===== src/rtl/stamp_timer_pkg.sv =====
package stamp_timer_pkg;

    localparam int CNT_W  = 16;
    localparam int TICK_W = 64;

    typedef logic [CNT_W-1:0]  cnt_t;
    typedef logic [TICK_W-1:0] tick_t;

    // Fields frozen by one capture strobe
    typedef struct packed {
        cnt_t  cnt;
        logic  half;
        logic  pend;
        tick_t ticks;
    } snap_t;

    // Steps elapsed inside the current half: 0 at zero, 1 at all-ones,
    // then counting up as the counter falls from the reload value.
    function automatic tick_t half_offset(cnt_t c, tick_t per);
        if (c == '0)
            return '0;
        if (c == '1)
            return tick_t'(1);
        return per - tick_t'(c);
    endfunction

endpackage


===== src/rtl/stamp_timer_count.sv =====
module stamp_timer_count
    import stamp_timer_pkg::*;
#(
    parameter int unsigned RELOAD = 6510
) (
    input  logic clk,
    input  logic rst,
    input  logic step_en,
    output cnt_t count,
    output logic half
);

    localparam cnt_t RELOAD_C = cnt_t'(RELOAD);

    always_ff @(posedge clk) begin
        if (rst) begin
            count <= '0;
            half  <= 1'b1;
        end else if (step_en) begin
            if (count == '0)
                count <= '1;
            else if (count == '1)
                count <= RELOAD_C;
            else
                count <= count - cnt_t'(1);
            if (count == cnt_t'(1))
                half <= ~half;
        end
    end

    p_zero_to_ones_r2: assert property (@(posedge clk) disable iff (rst)
        (step_en && count == '0) |=> (count == '1));
    p_ones_to_reload_r2: assert property (@(posedge clk) disable iff (rst)
        (step_en && count == '1) |=> (count == RELOAD_C));
    p_hold_r2: assert property (@(posedge clk) disable iff (rst)
        !step_en |=> $stable(count) && $stable(half));
    p_flip_at_zero_r3: assert property (@(posedge clk) disable iff (rst)
        (step_en && count == cnt_t'(1)) |=> (half != $past(half)));

endmodule


===== src/rtl/stamp_timer_tick.sv =====
module stamp_timer_tick
    import stamp_timer_pkg::*;
(
    input  logic  clk,
    input  logic  rst,
    input  logic  half,
    input  logic  irq_clr,
    output tick_t ticks,
    output logic  irq,
    output logic  pend
);

    logic half_d;

    assign pend = half & ~half_d;

    always_ff @(posedge clk) begin
        if (rst) begin
            half_d <= 1'b1;
            ticks  <= '0;
            irq    <= 1'b0;
        end else begin
            half_d <= half;
            if (pend)
                ticks <= ticks + tick_t'(1);
            irq <= pend | (irq & ~irq_clr);
        end
    end

    p_tick_step_r4: assert property (@(posedge clk) disable iff (rst)
        1'b1 |=> (ticks == $past(ticks)) || (ticks == $past(ticks) + tick_t'(1)));
    p_pend_single_r4: assert property (@(posedge clk) disable iff (rst)
        pend |=> !pend);
    p_irq_set_r5: assert property (@(posedge clk) disable iff (rst)
        pend |=> irq);
    p_irq_sticky_r5: assert property (@(posedge clk) disable iff (rst)
        (irq && !irq_clr) |=> irq);

endmodule


===== src/rtl/stamp_timer_snap.sv =====
module stamp_timer_snap
    import stamp_timer_pkg::*;
#(
    parameter int unsigned RELOAD    = 6510,
    parameter int unsigned EARLY_WIN = 10
) (
    input  logic       clk,
    input  logic       rst,
    input  logic       snap,
    input  cnt_t       count,
    input  logic       half,
    input  logic       pend,
    input  tick_t      ticks,
    input  logic       rd_hi,
    output logic [7:0] rd_byte,
    output tick_t      stamp
);

    localparam tick_t PER     = tick_t'(RELOAD) + tick_t'(2);
    localparam tick_t TWO_PER = PER + PER;
    localparam tick_t WIN     = tick_t'(EARLY_WIN);

    snap_t cap;
    tick_t off;
    tick_t base;
    logic  early;

    always_ff @(posedge clk) begin
        if (rst) begin
            cap.cnt   <= '0;
            cap.half  <= 1'b1;
            cap.pend  <= 1'b0;
            cap.ticks <= '0;
        end else if (snap) begin
            cap.cnt   <= count;
            cap.half  <= half;
            cap.pend  <= pend;
            cap.ticks <= ticks;
        end
    end

    always_comb begin
        off     = half_offset(cap.cnt, PER);
        base    = cap.half ? '0 : PER;
        early   = cap.half & cap.pend & (off < WIN);
        stamp   = (cap.ticks + tick_t'(early)) * TWO_PER + base + off;
        rd_byte = rd_hi ? cap.cnt[CNT_W-1:8] : cap.cnt[7:0];
    end

    p_capture_hold_r6: assert property (@(posedge clk) disable iff (rst)
        !snap |=> $stable(cap));
    p_capture_load_r6: assert property (@(posedge clk) disable iff (rst)
        snap |=> (cap.cnt == $past(count)) && (cap.ticks == $past(ticks)));
    p_offset_range_r7: assert property (@(posedge clk) disable iff (rst)
        1'b1 |-> (off < PER));

endmodule


===== src/rtl/stamp_timer.sv =====
module stamp_timer
    import stamp_timer_pkg::*;
#(
    parameter int unsigned RELOAD    = 6510,
    parameter int unsigned EARLY_WIN = 10
) (
    input  logic        clk,
    input  logic        rst,
    input  logic        step_en,
    input  logic        snap,
    input  logic        irq_clr,
    input  logic        rd_hi,
    output logic [7:0]  rd_byte,
    output logic [63:0] stamp,
    output logic        half_out,
    output logic        irq,
    output logic [63:0] ticks
);

    cnt_t  count;
    logic  half;
    logic  pend;
    tick_t tick_cnt;
    tick_t stamp_w;

    stamp_timer_count #(.RELOAD(RELOAD)) u_count (
        .clk     (clk),
        .rst     (rst),
        .step_en (step_en),
        .count   (count),
        .half    (half)
    );

    stamp_timer_tick u_tick (
        .clk     (clk),
        .rst     (rst),
        .half    (half),
        .irq_clr (irq_clr),
        .ticks   (tick_cnt),
        .irq     (irq),
        .pend    (pend)
    );

    stamp_timer_snap #(.RELOAD(RELOAD), .EARLY_WIN(EARLY_WIN)) u_snap (
        .clk     (clk),
        .rst     (rst),
        .snap    (snap),
        .count   (count),
        .half    (half),
        .pend    (pend),
        .ticks   (tick_cnt),
        .rd_hi   (rd_hi),
        .rd_byte (rd_byte),
        .stamp   (stamp_w)
    );

    assign half_out = half;
    assign ticks    = tick_cnt;
    assign stamp    = stamp_w;

endmodule


===== config.mk =====
export PLATFORM = sky130hd
export DESIGN_NAME = stamp_timer
export DESIGN_NICKNAME = d
export VERILOG_FILES = /design/src/rtl/stamp_timer_pkg.sv /design/src/rtl/stamp_timer_count.sv /design/src/rtl/stamp_timer_tick.sv /design/src/rtl/stamp_timer_snap.sv /design/src/rtl/stamp_timer.sv
export SDC_FILE = /design/constraint.sdc
export NUM_CORES = 1
export LEC_CHECK = 0
export BUFFER_PORTS_ARGS = -buffer_cell sky130_fd_sc_hd__buf_2
export CAP_MARGIN = 40
export CELL_PAD_IN_SITES_DETAIL_PLACEMENT = 0
export CELL_PAD_IN_SITES_GLOBAL_PLACEMENT = 1
export CORE_MARGIN = 1
export CORE_UTILIZATION = 41
export DETAILED_ROUTE_END_ITERATION = 12
export MAX_ROUTING_LAYER = met4
export PLACE_DENSITY_LB_ADDON = 0.08
export REMOVE_ABC_BUFFERS = 1
export SLEW_MARGIN = 30
export SYNTH_ARGS = -nofsm -noshare
export SYNTH_HDL_FRONTEND = slang
export SYNTH_SLANG_ARGS = --single-unit

===== constraint.sdc =====
create_clock -name clk -period 27.7 [get_ports clk]
set_input_delay 2.77 -clock clk [delete_from_list [all_inputs] [get_ports clk]]
set_output_delay 2.77 -clock clk [all_outputs]
set_load 0.02 [all_outputs]

### After elaboration in Yosys (flattened, before gate mapping)

Index checks and enable logic that the tools add are counted.

| storage, ports and cells | value |
|---|---|
| output and inout bits | 138 |
| bits of input ports | 6 |
| register bits after elaboration | 165 |

| cells by class | value |
|---|---|
| $mul | 1 |
| $add $sub $neg | 6 |
| mux-type cells | 11 |
| equality and inequality tests | 3 |
| reductions and logical operators | 3 |
| magnitude comparators | 1 |
| bitwise operators | 8 |

Operators by type and width:

| kind | count |
|---|---|
| $mux 64 | 4 |
| $add 64x64->64 | 2 |
| $add 64x1->64 | 1 |
| $add 64x1->64 const B | 1 |
| $lt 64x4->1 const B | 1 |
| $mul 64x9->59 const B | 1 |
| $eq 16x16->1 const B | 2 |
| $logic_not 16->1 | 2 |
| $mux 16 | 2 |
| $sub 13x16->17 const A | 1 |
| $eq 16x1->1 const B | 1 |
| $sub 16x1->16 const B | 1 |
| $mux 13 | 1 |
| $mux 8 | 1 |
| $and 1x1->1 | 4 |
| $mux 1 | 3 |
| $not 1->1 | 3 |
| $reduce_and 2->1 | 1 |
| $or 1x1->1 | 1 |

### Depth between registers and ports, before layout

Gate-level depths: netlist of the first run.

| depth | value |
|---|---|
| depth after elaboration | 11 |
| gate-level depth with buffers | 53 |

### Modules after synthesis

From an unflattened synthesis of the first run, not the netlist that was laid out.

| second synthesis, totals | value |
|---|---|
| cell total of the unflattened synthesis | 2751 |
| area total of the unflattened synthesis | 23089.6 um^2 |

Modules (own cells, without submodules):

| module | times used | area an instance (um^2) | cells an instance |
|---|---|---|---|
| stamp_timer_snap | 1 | 18565.3 | 2200 |
| stamp_timer_tick | 1 | 3338.2 | 410 |
| stamp_timer_count | 1 | 1186.1 | 141 |

### Worst setup path after synthesis of the first run

No wires, ideal clock.

| timing path | value |
|---|---|
| path type | reg2out |
| start point | register u_snap.cap[66] (netlist name) |
| end point | output stamp[61] |
| path slack | 12.465 ns |
| stages on the path, launching flop included | 50 |
| arrival | 12.465 ns |
| required time | 24.930 ns |
| buffers on the path | 2 |
| path through | dfxtp_1 > inv_1 > ha_1 > or3b_1 > clkbuf_1 > a41oi_1 > nor2b_1 > o31a_1 > a2111oi_0 > nor2_1 > nor4_1 > ha_1 > ha_1 > and2_1 > nand4_1 > nor2_1 > xor2_1 > inv_1 > (+14 left out) > nor2_1 > o21ai_0 > a221oi_1 > o21ai_0 > xor2_1 > ha_1 > ha_1 > clkbuf_1 > a21o_1 > a21o_1 > a21oi_1 > and3_1 > a211o_1 > a41oi_1 > a2111oi_0 > o21a_1 > nor4_1 > or3b_1 |

| on the way | value |
|---|---|
| cells in the longest elaborated chain, start to end | 11 |
| elaborated cells on any way between the ends | 15 |
| those cells by class | add/sub (4); mul (1); order compare (1); eq/ne (1); mux (6); bitwise (1); reduce/logical (1) |

RTL lines:

| element | RTL line | text |
|---|---|---|
| start: declaration | stamp_timer_snap.sv:23 | `snap_t cap;` |
| branches (longest 4 deep; another with $sub 13x16->17) | -- |  |
| $mux 64 (*) | stamp_timer_pkg.sv:22 | `if (c == '1)` |
| $lt 64x4->1 | stamp_timer_snap.sv:45 | `early = cap.half & cap.pend & (off < WIN);` |
| $and 1x1->1 | stamp_timer_snap.sv:45 |  |
| $add 64x1->64 | stamp_timer_snap.sv:46 | `stamp = (cap.ticks + tick_t'(early)) * TWO_PER + base + off;` |
| $mul 64x9->59 | stamp_timer_snap.sv:46 |  |
| $add 64x64->64 | stamp_timer_snap.sv:46 |  |
| $add 64x64->64 (*) | stamp_timer_snap.sv:46 |  |
| end: declaration | stamp_timer.sv:14 | `output logic [63:0] stamp,` |

Every way passes the cells marked *. The select of a mux whose other input is x is not followed.

### Worst setup path after layout of the first run

Ends and elaborated chain as after synthesis.

==> results of run 1 <==
## cell usage after synthesis, types with 58 or more instances
cell type / instances / area, um^2
nor2_1: 254 / 953
fa_1: 203 / 4060
inv_1: 416 / 1560
ha_1: 297 / 3720
mux2i_1: 77 / 771
xor2_1: 108 / 946
dfxtp_1: 160 / 3200
nand2_1: 133 / 499
clkbuf_1: 58 / 218
o21ai_0: 74 / 370
xnor2_1: 144 / 1260
a21oi_1: 140 / 701
a21o_1: 80 / 601
## worst min-delay path by stage
| stage | from | endpoint | slack [ps] |
|---|---|---|---|
| 6_report | u_tick.irq | u_tick.irq | 490 |
| 5_1_grt | u_tick.irq | u_tick.irq | 520 |
| 4_1_cts | u_tick.irq | u_tick.irq | 490 |
| 3_5_place_dp | u_tick.irq | u_tick.irq | 480 |
| 3_3_place_gp | u_tick.irq | u_tick.irq | 470 |
| 2_1_floorplan | u_snap.cap[52] | u_snap.cap[52] | 460 |
## registers in the layout (all words and copies together) (netlist names)
register	flops
u_tick.ticks	64
u_tick.half_d	1
u_tick.irq	1
u_snap.cap	77
u_count.count	16
u_count.half	1
## power groups by stage
stage | clock, mW | sequential (mW) | combinational [mW]
global placement | 0 | 0.268 | 0.381
finish | 0.228 | 0.262 | 0.382
CTS | 0.235 | 0.262 | 0.386
detailed placement | 0 | 0.268 | 0.382
floorplan | 0 | 0.260 | 0.271
global route | 0.245 | 0.265 | 0.426
## layout by cell type, fill, tap and decap left out, types with 20 or more instances in the layout
cell type,count
ha_1,297
a21o_1,80
a21oi_1,140
xnor2_1,144
nor2_1,253
o21ai_0,74
dfxtp_1,160
or3_1,21
nand2b_1,20
mux2i_1,77
nor3_1,28
nand3_1,56
fa_1,203
nand2_1,133
inv_1,416
xor2_1,108
buf_2,142
and3_1,37
nand4_1,39
## per-layer routing
layer	global-route usage (%)	up-vias	wire length, um
li1	-	8887	-
met4	3.47	0	471
met2	30.3	200	22600
met5	-	-	0
met1	30.0	8224	28800
met3	1.44	28	981
## kinds of logic after synthesis
group                    synth area share (%)
XOR/XNOR                                 10.1
multiplexers                             3.82
flip-flops                               14.6
buffers and inverters                    8.40
adder cells (fa/ha/maj)                  35.5
AND/OR/NAND/NOR                          15.1
AO/OA/AOI/OAI                            12.5
## final cells by class
| class | instances | area (um^2) |
|---|---|---|
| fill | 5296 | 28700 |
| multi-input combinational | 1950 | 16900 |
| sequential | 160 | 3200 |
| inverter | 419 | 1570 |
| timing repair buffer | 157 | 881 |
| tap | 688 | 861 |
| clock buffer | 19 | 443 |
| clock inverter | 13 | 129 |
## critical path: cells and delay by family, from the launching register on
kind                       cells  cell delay [ps]
xor gates and xnor gates       2              640
DFF                            1              360
buffers and inverters          7              880
AOI/OAI and AO/OA             13             4200
adders and majority gates     10             3510
and+or+nand+nor               15             3720
==> results_dict.tcl, run 1 <==
set metrics [dict create \
    seqPwrFrac_pct 30.1 \
    synthCells 2599 \
    p_per_area_mw_per_mm2 36.4 \
    critical_path.max_stage_delay_ps 720 \
    viasPerCell 5.09 \
    switchingPower_uw 366 \
    dpl.hpwl_um 44200 \
    ys_ff_latch 160 \
    ant_nets 0 \
    async_flop_share_pct 0 \
    cp_max_fo 49 \
    internal-power_uw 507 \
    place_area_mm2 0.0233 \
    antennaDiodeCount 0 \
    period_needed_ps 16530 \
    cts_resized 0 \
    grt_max_degree 84 \
    syn_avg_cell_area_um2 8.44 \
    htree_levels 4 \
    setup_viol 0 \
    synth.distinct_cells 74 \
    cts_tree "built" \
    drc 0 \
    grt_pass1_wl_um 87800 \
    switching_share_pct 41.9 \
    final_nets 3211 \
    fin_ws_ps 11170 \
    fmax_mhz 60.5 \
    wire_per_inst_um 15.5 \
    worstSetupEndpoint "stamp[61]" \
    vias 17300 \
    power_uw 873 \
    worst_slew_pin_slew_ps 844 \
    drive_gt1_share_pct 8.20 \
    dp.cells 3368 \
    die-area_mm2 0.0544 \
    grt_pass1_vias 17100 \
    fin_util_pct 45.5 \
    reg2reg_from "u_count.half" \
    cpMaxStageDelayCell "a2111oi_0" \
    status "complete, no violations" \
    drtPass1Iterations 7 \
    die_w_um 233 \
    post_cts_buffers 0 \
    synth_ff_type "dfxtp_1" \
    skew_ps 9.24 \
    hold_viol 0 \
    clk_pin_slew_ps 70 \
    drv_cap 0 \
    holdWs_ps 489 \
    postCtsHoldBufs 0 \
    yosysSeqAreaShare_pct 14.6 \
    yosys_warnings 0 \
    crit_path_start_kind "register" \
    r2r_end "u_tick.ticks[63]" \
    clk_path_buf_depth 2 \
    die_h_um 233 \
    gp_congestion 0.834 \
    endpoint_kind "output pin" \
    clkPwrFrac_pct 26.2 \
    grt_use_total_pct 20.3 \
    numCtsBuffers 17 \
    cpMostUsedCell "ha_1" \
    syn_area_mm2 0.0219 \
    cts_root_buf "clkbuf_16" \
    final.setup.tns_ps 0 \
    maxSlewViolCount 0 \
    cp.required_ps 24930 \
    dr.first_iter.drc_count 894 \
    rows 84 \
    holdPathStages 2 \
    area_delta_synth_final_pct 9.36 \
    r2r_slack_ps 23720 \
    peakVddDrop_mv 0.0429 \
    max-slew-margin-rel_pct 43.3 \
    path_class "register to output pin" \
    overflow 0 \
    min_path_type "register to register" \
    worstPathArrival_ps 13760 \
    insertion_delay_ps 430 \
    stdcell_count 3406 \
    final.period_utilization_pct 59.7 \
    synth_edf_count 0 \
    io_buffers 143 \
    final_area_mm2 0.0240 \
    worstSetupStartpoint "u_snap.cap[66]" \
    io_pins 144 \
    antenna_found_initial 0 \
    start_util_pct 41.7 \
    combPwrFrac_pct 43.8 \
    routed_wl_um 52800 \
    rsz0062_at_grt "no" \
    core_area_mm2 0.0527 \
    r2r_cells 12 \
    p_leak_nw 13.1 \
    pre_cts_ws_ps 11530 \
    cts_sinks 160 \
]
Note: power is estimated with default switching activity, not from simulation.
==> inputs of run 2 (changes only) <==
clock period = 13.26 ns   (was 27.7 ns; I/O delays follow)
==> run 2 against run 1 <==
  * Global-route usage is 0.18 points higher
  * Non-clock buffer count rose by 79
  * First-iteration DRC count is 13% lower
  * Clock power is 120% higher
  * Final cell count rose by 2.3%
  * Clock skew grew 0.61 ps
  * Combinational power is 120% higher
  * Die area is the same
  * Core utilization is 2.0 points higher
  * Hold slack better by 8.1 ps
  * Setup slack lost 11000 ps
  * Sequential power rose by 110%
  * Highest routed layer unchanged
==> results_dict.tcl, run 2 (synthesized netlist as in run 1, its figures left out) <==
set metrics [dict create \
    grt_max_degree 85 \
    internal-power_mw 1.10 \
    antenna_found_initial 0 \
    grt_util_met3_pct 1.65 \
    endpoint_kind "output pin" \
    cpMaxStageDelayCell "fa_1" \
    regMostFlops "u_snap.cap" \
    gp_congestion 0.874 \
    r2r_end "u_tick.ticks[47]" \
    final_cell_mix "412 x inv_1, 283 x ha_1, 246 x nor2_1, 203 x fa_1, 160 x dfxtp_1" \
    skew_ps 9.85 \
    cp.required_ps 11930 \
    r2r_slack_ps 9050 \
    setup_viol 0 \
    switching_share_pct 41.5 \
    r2r_cells 11 \
    wire_per_inst_um 15.4 \
    busiest_layer "met2" \
    peakVddDrop_mv 0.0767 \
    clkPwrFrac_pct 26.4 \
    cp_max_fo 6 \
    grt_pass1_vias 17300 \
    hold_end "u_tick.irq" \
    worstPathArrival_ps 11320 \
    min-delay-start "u_tick.irq" \
    final.period_utilization_pct 95.4 \
    dr.first_iter.drc_count 779 \
    core_area_mm2 0.0527 \
    io_buffers 143 \
    start_util_pct 41.7 \
    hold_viol 0 \
    status "complete, no violations" \
    drive_gt1_share_pct 13.6 \
    seqPwrFrac_pct 29.1 \
    area_delta_synth_final_pct 14.1 \
    fmax_mhz 79.1 \
    viasPerCell 5.07 \
    crit_path_start_kind "register" \
    cpMostUsedCell "inv_1" \
    die_w_um 233 \
    clk_pin_slew_ps 70 \
    vias 17700 \
    use_met2_pct 30.6 \
    mostFrequentLayoutCell "inv_1" \
    cts_sinks 160 \
    min_path_type "register to register" \
    drv_cap 0 \
    reg2reg_from "u_count.half" \
    critical_path.max_stage_delay_ps 540 \
    insertion_delay_ps 440 \
    die-area_mm2 0.0544 \
    max-slew-margin-rel_pct 40.6 \
    drtPass1Iterations 5 \
    holdWs_ps 497 \
    antennaDiodeCount 0 \
    io_pins 144 \
    final_area_mm2 0.0250 \
    use_met1_pct 29.9 \
    p_per_area_mw_per_mm2 75.3 \
    grt_use_total_pct 20.4 \
    cts_root_buf "clkbuf_16" \
    period_needed_ps 12650 \
    dpl.hpwl_um 44900 \
    fin_ws_ps 614 \
    rows 84 \
    final_nets 3290 \
    p_leak_nw 13.6 \
    drc 0 \
    clk_path_buf_depth 2 \
    die_h_um 233 \
    holdPathStages 2 \
    top_regs "u_snap.cap (77), u_tick.ticks (64), u_count.count (16)" \
    routed_wl_um 53500 \
    place_area_mm2 0.0238 \
    fin_util_pct 47.5 \
    largest_reg_flops 77 \
    power_mw 1.89 \
    maxSlewViolCount 0 \
    overflow 0 \
    worst_slew_pin_slew_ps 889 \
    cts_tree "built" \
    combPwrFrac_pct 44.6 \
    path_class "register to output pin" \
    switchingPower_uw 782 \
    ant_nets 0 \
    numCtsBuffers 17 \
    pre_cts_ws_ps -175 \
    htree_levels 4 \
    grt_pass1_wl_um 88300 \
]
run 2: cell count changes in the layout (fill, tap and decap cells not counted), sizes merged:
| cell | delta |
|---|---|
| buf | +82 |
| bufinv | +1 |
| inv | +1 |
| clkbuf | -5 |
run 2: power by group through the flow:
| stage | combinational, mW | sequential, mW | clock (mW) |
|---|---|---|---|
| 2_1_floorplan | 0.566 | 0.542 | 0 |
| 3_3_place_gp | 0.809 | 0.557 | 0 |
| 3_5_place_dp | 0.819 | 0.557 | 0 |
| 4_1_cts | 0.827 | 0.546 | 0.514 |
| 5_1_grt | 0.928 | 0.552 | 0.530 |
| 6_report | 0.840 | 0.548 | 0.497 |
run 2: worst max-delay path: cells and delay by family, from the launching register on:
kind	cells	cell delay (ps)
and+or+nand+nor	10	1950
AOI/OAI and AO/OA	19	4000
adders and majority gates	10	3430
xor gates and xnor gates	2	320
buffers and inverters	8	830
DFF	1	340
run 2: worst max path at each step:
stage	from	endpoint
2_1_floorplan	u_snap.cap[66]	stamp[61]
3_3_place_gp	u_snap.cap[67]	stamp[61]
3_5_place_dp	u_snap.cap[67]	stamp[61]
4_1_cts	u_snap.cap[67]	stamp[61]
5_1_grt	u_snap.cap[67]	stamp[61]
6_report	u_snap.cap[67]	stamp[61]
run 2: final cells by class:
cell class	instances	area (um^2)
multi-input cells	1950	17300
flip-flops and latches	160	3200
fillers	5194	27600
clock buffers	17	425
clock inverters	15	179
repair buffers	236	1450
well taps	688	861
inverters	419	1570
run 2: timing repair:
item | in CTS | in global routing
gates resized for setup | 22 | 76
setup buffers | 4 | 15
pin swaps | 0 | 24
setup endpoints to repair | 13 | 18
hold buffers | 0 | 0
run 2: through the flow:
stage                     instances  setup TNS (ps)
after floorplan                2529            -845
after global placement         3432               0
after detailed placement       3433            -276
after CTS                      3469               0
after global routing           3485           -62.6
final                          3485               0
run 2: metal layers:
layer  part of all wire (%)  vias to the layer above  wire [um]
li1                       -                     9064          -
met1                     54                     8371      28700
met2                     43                      196      23100
met3                    2.0                       44       1090
met4                    1.2                        0        652
met5                      0                        -          0
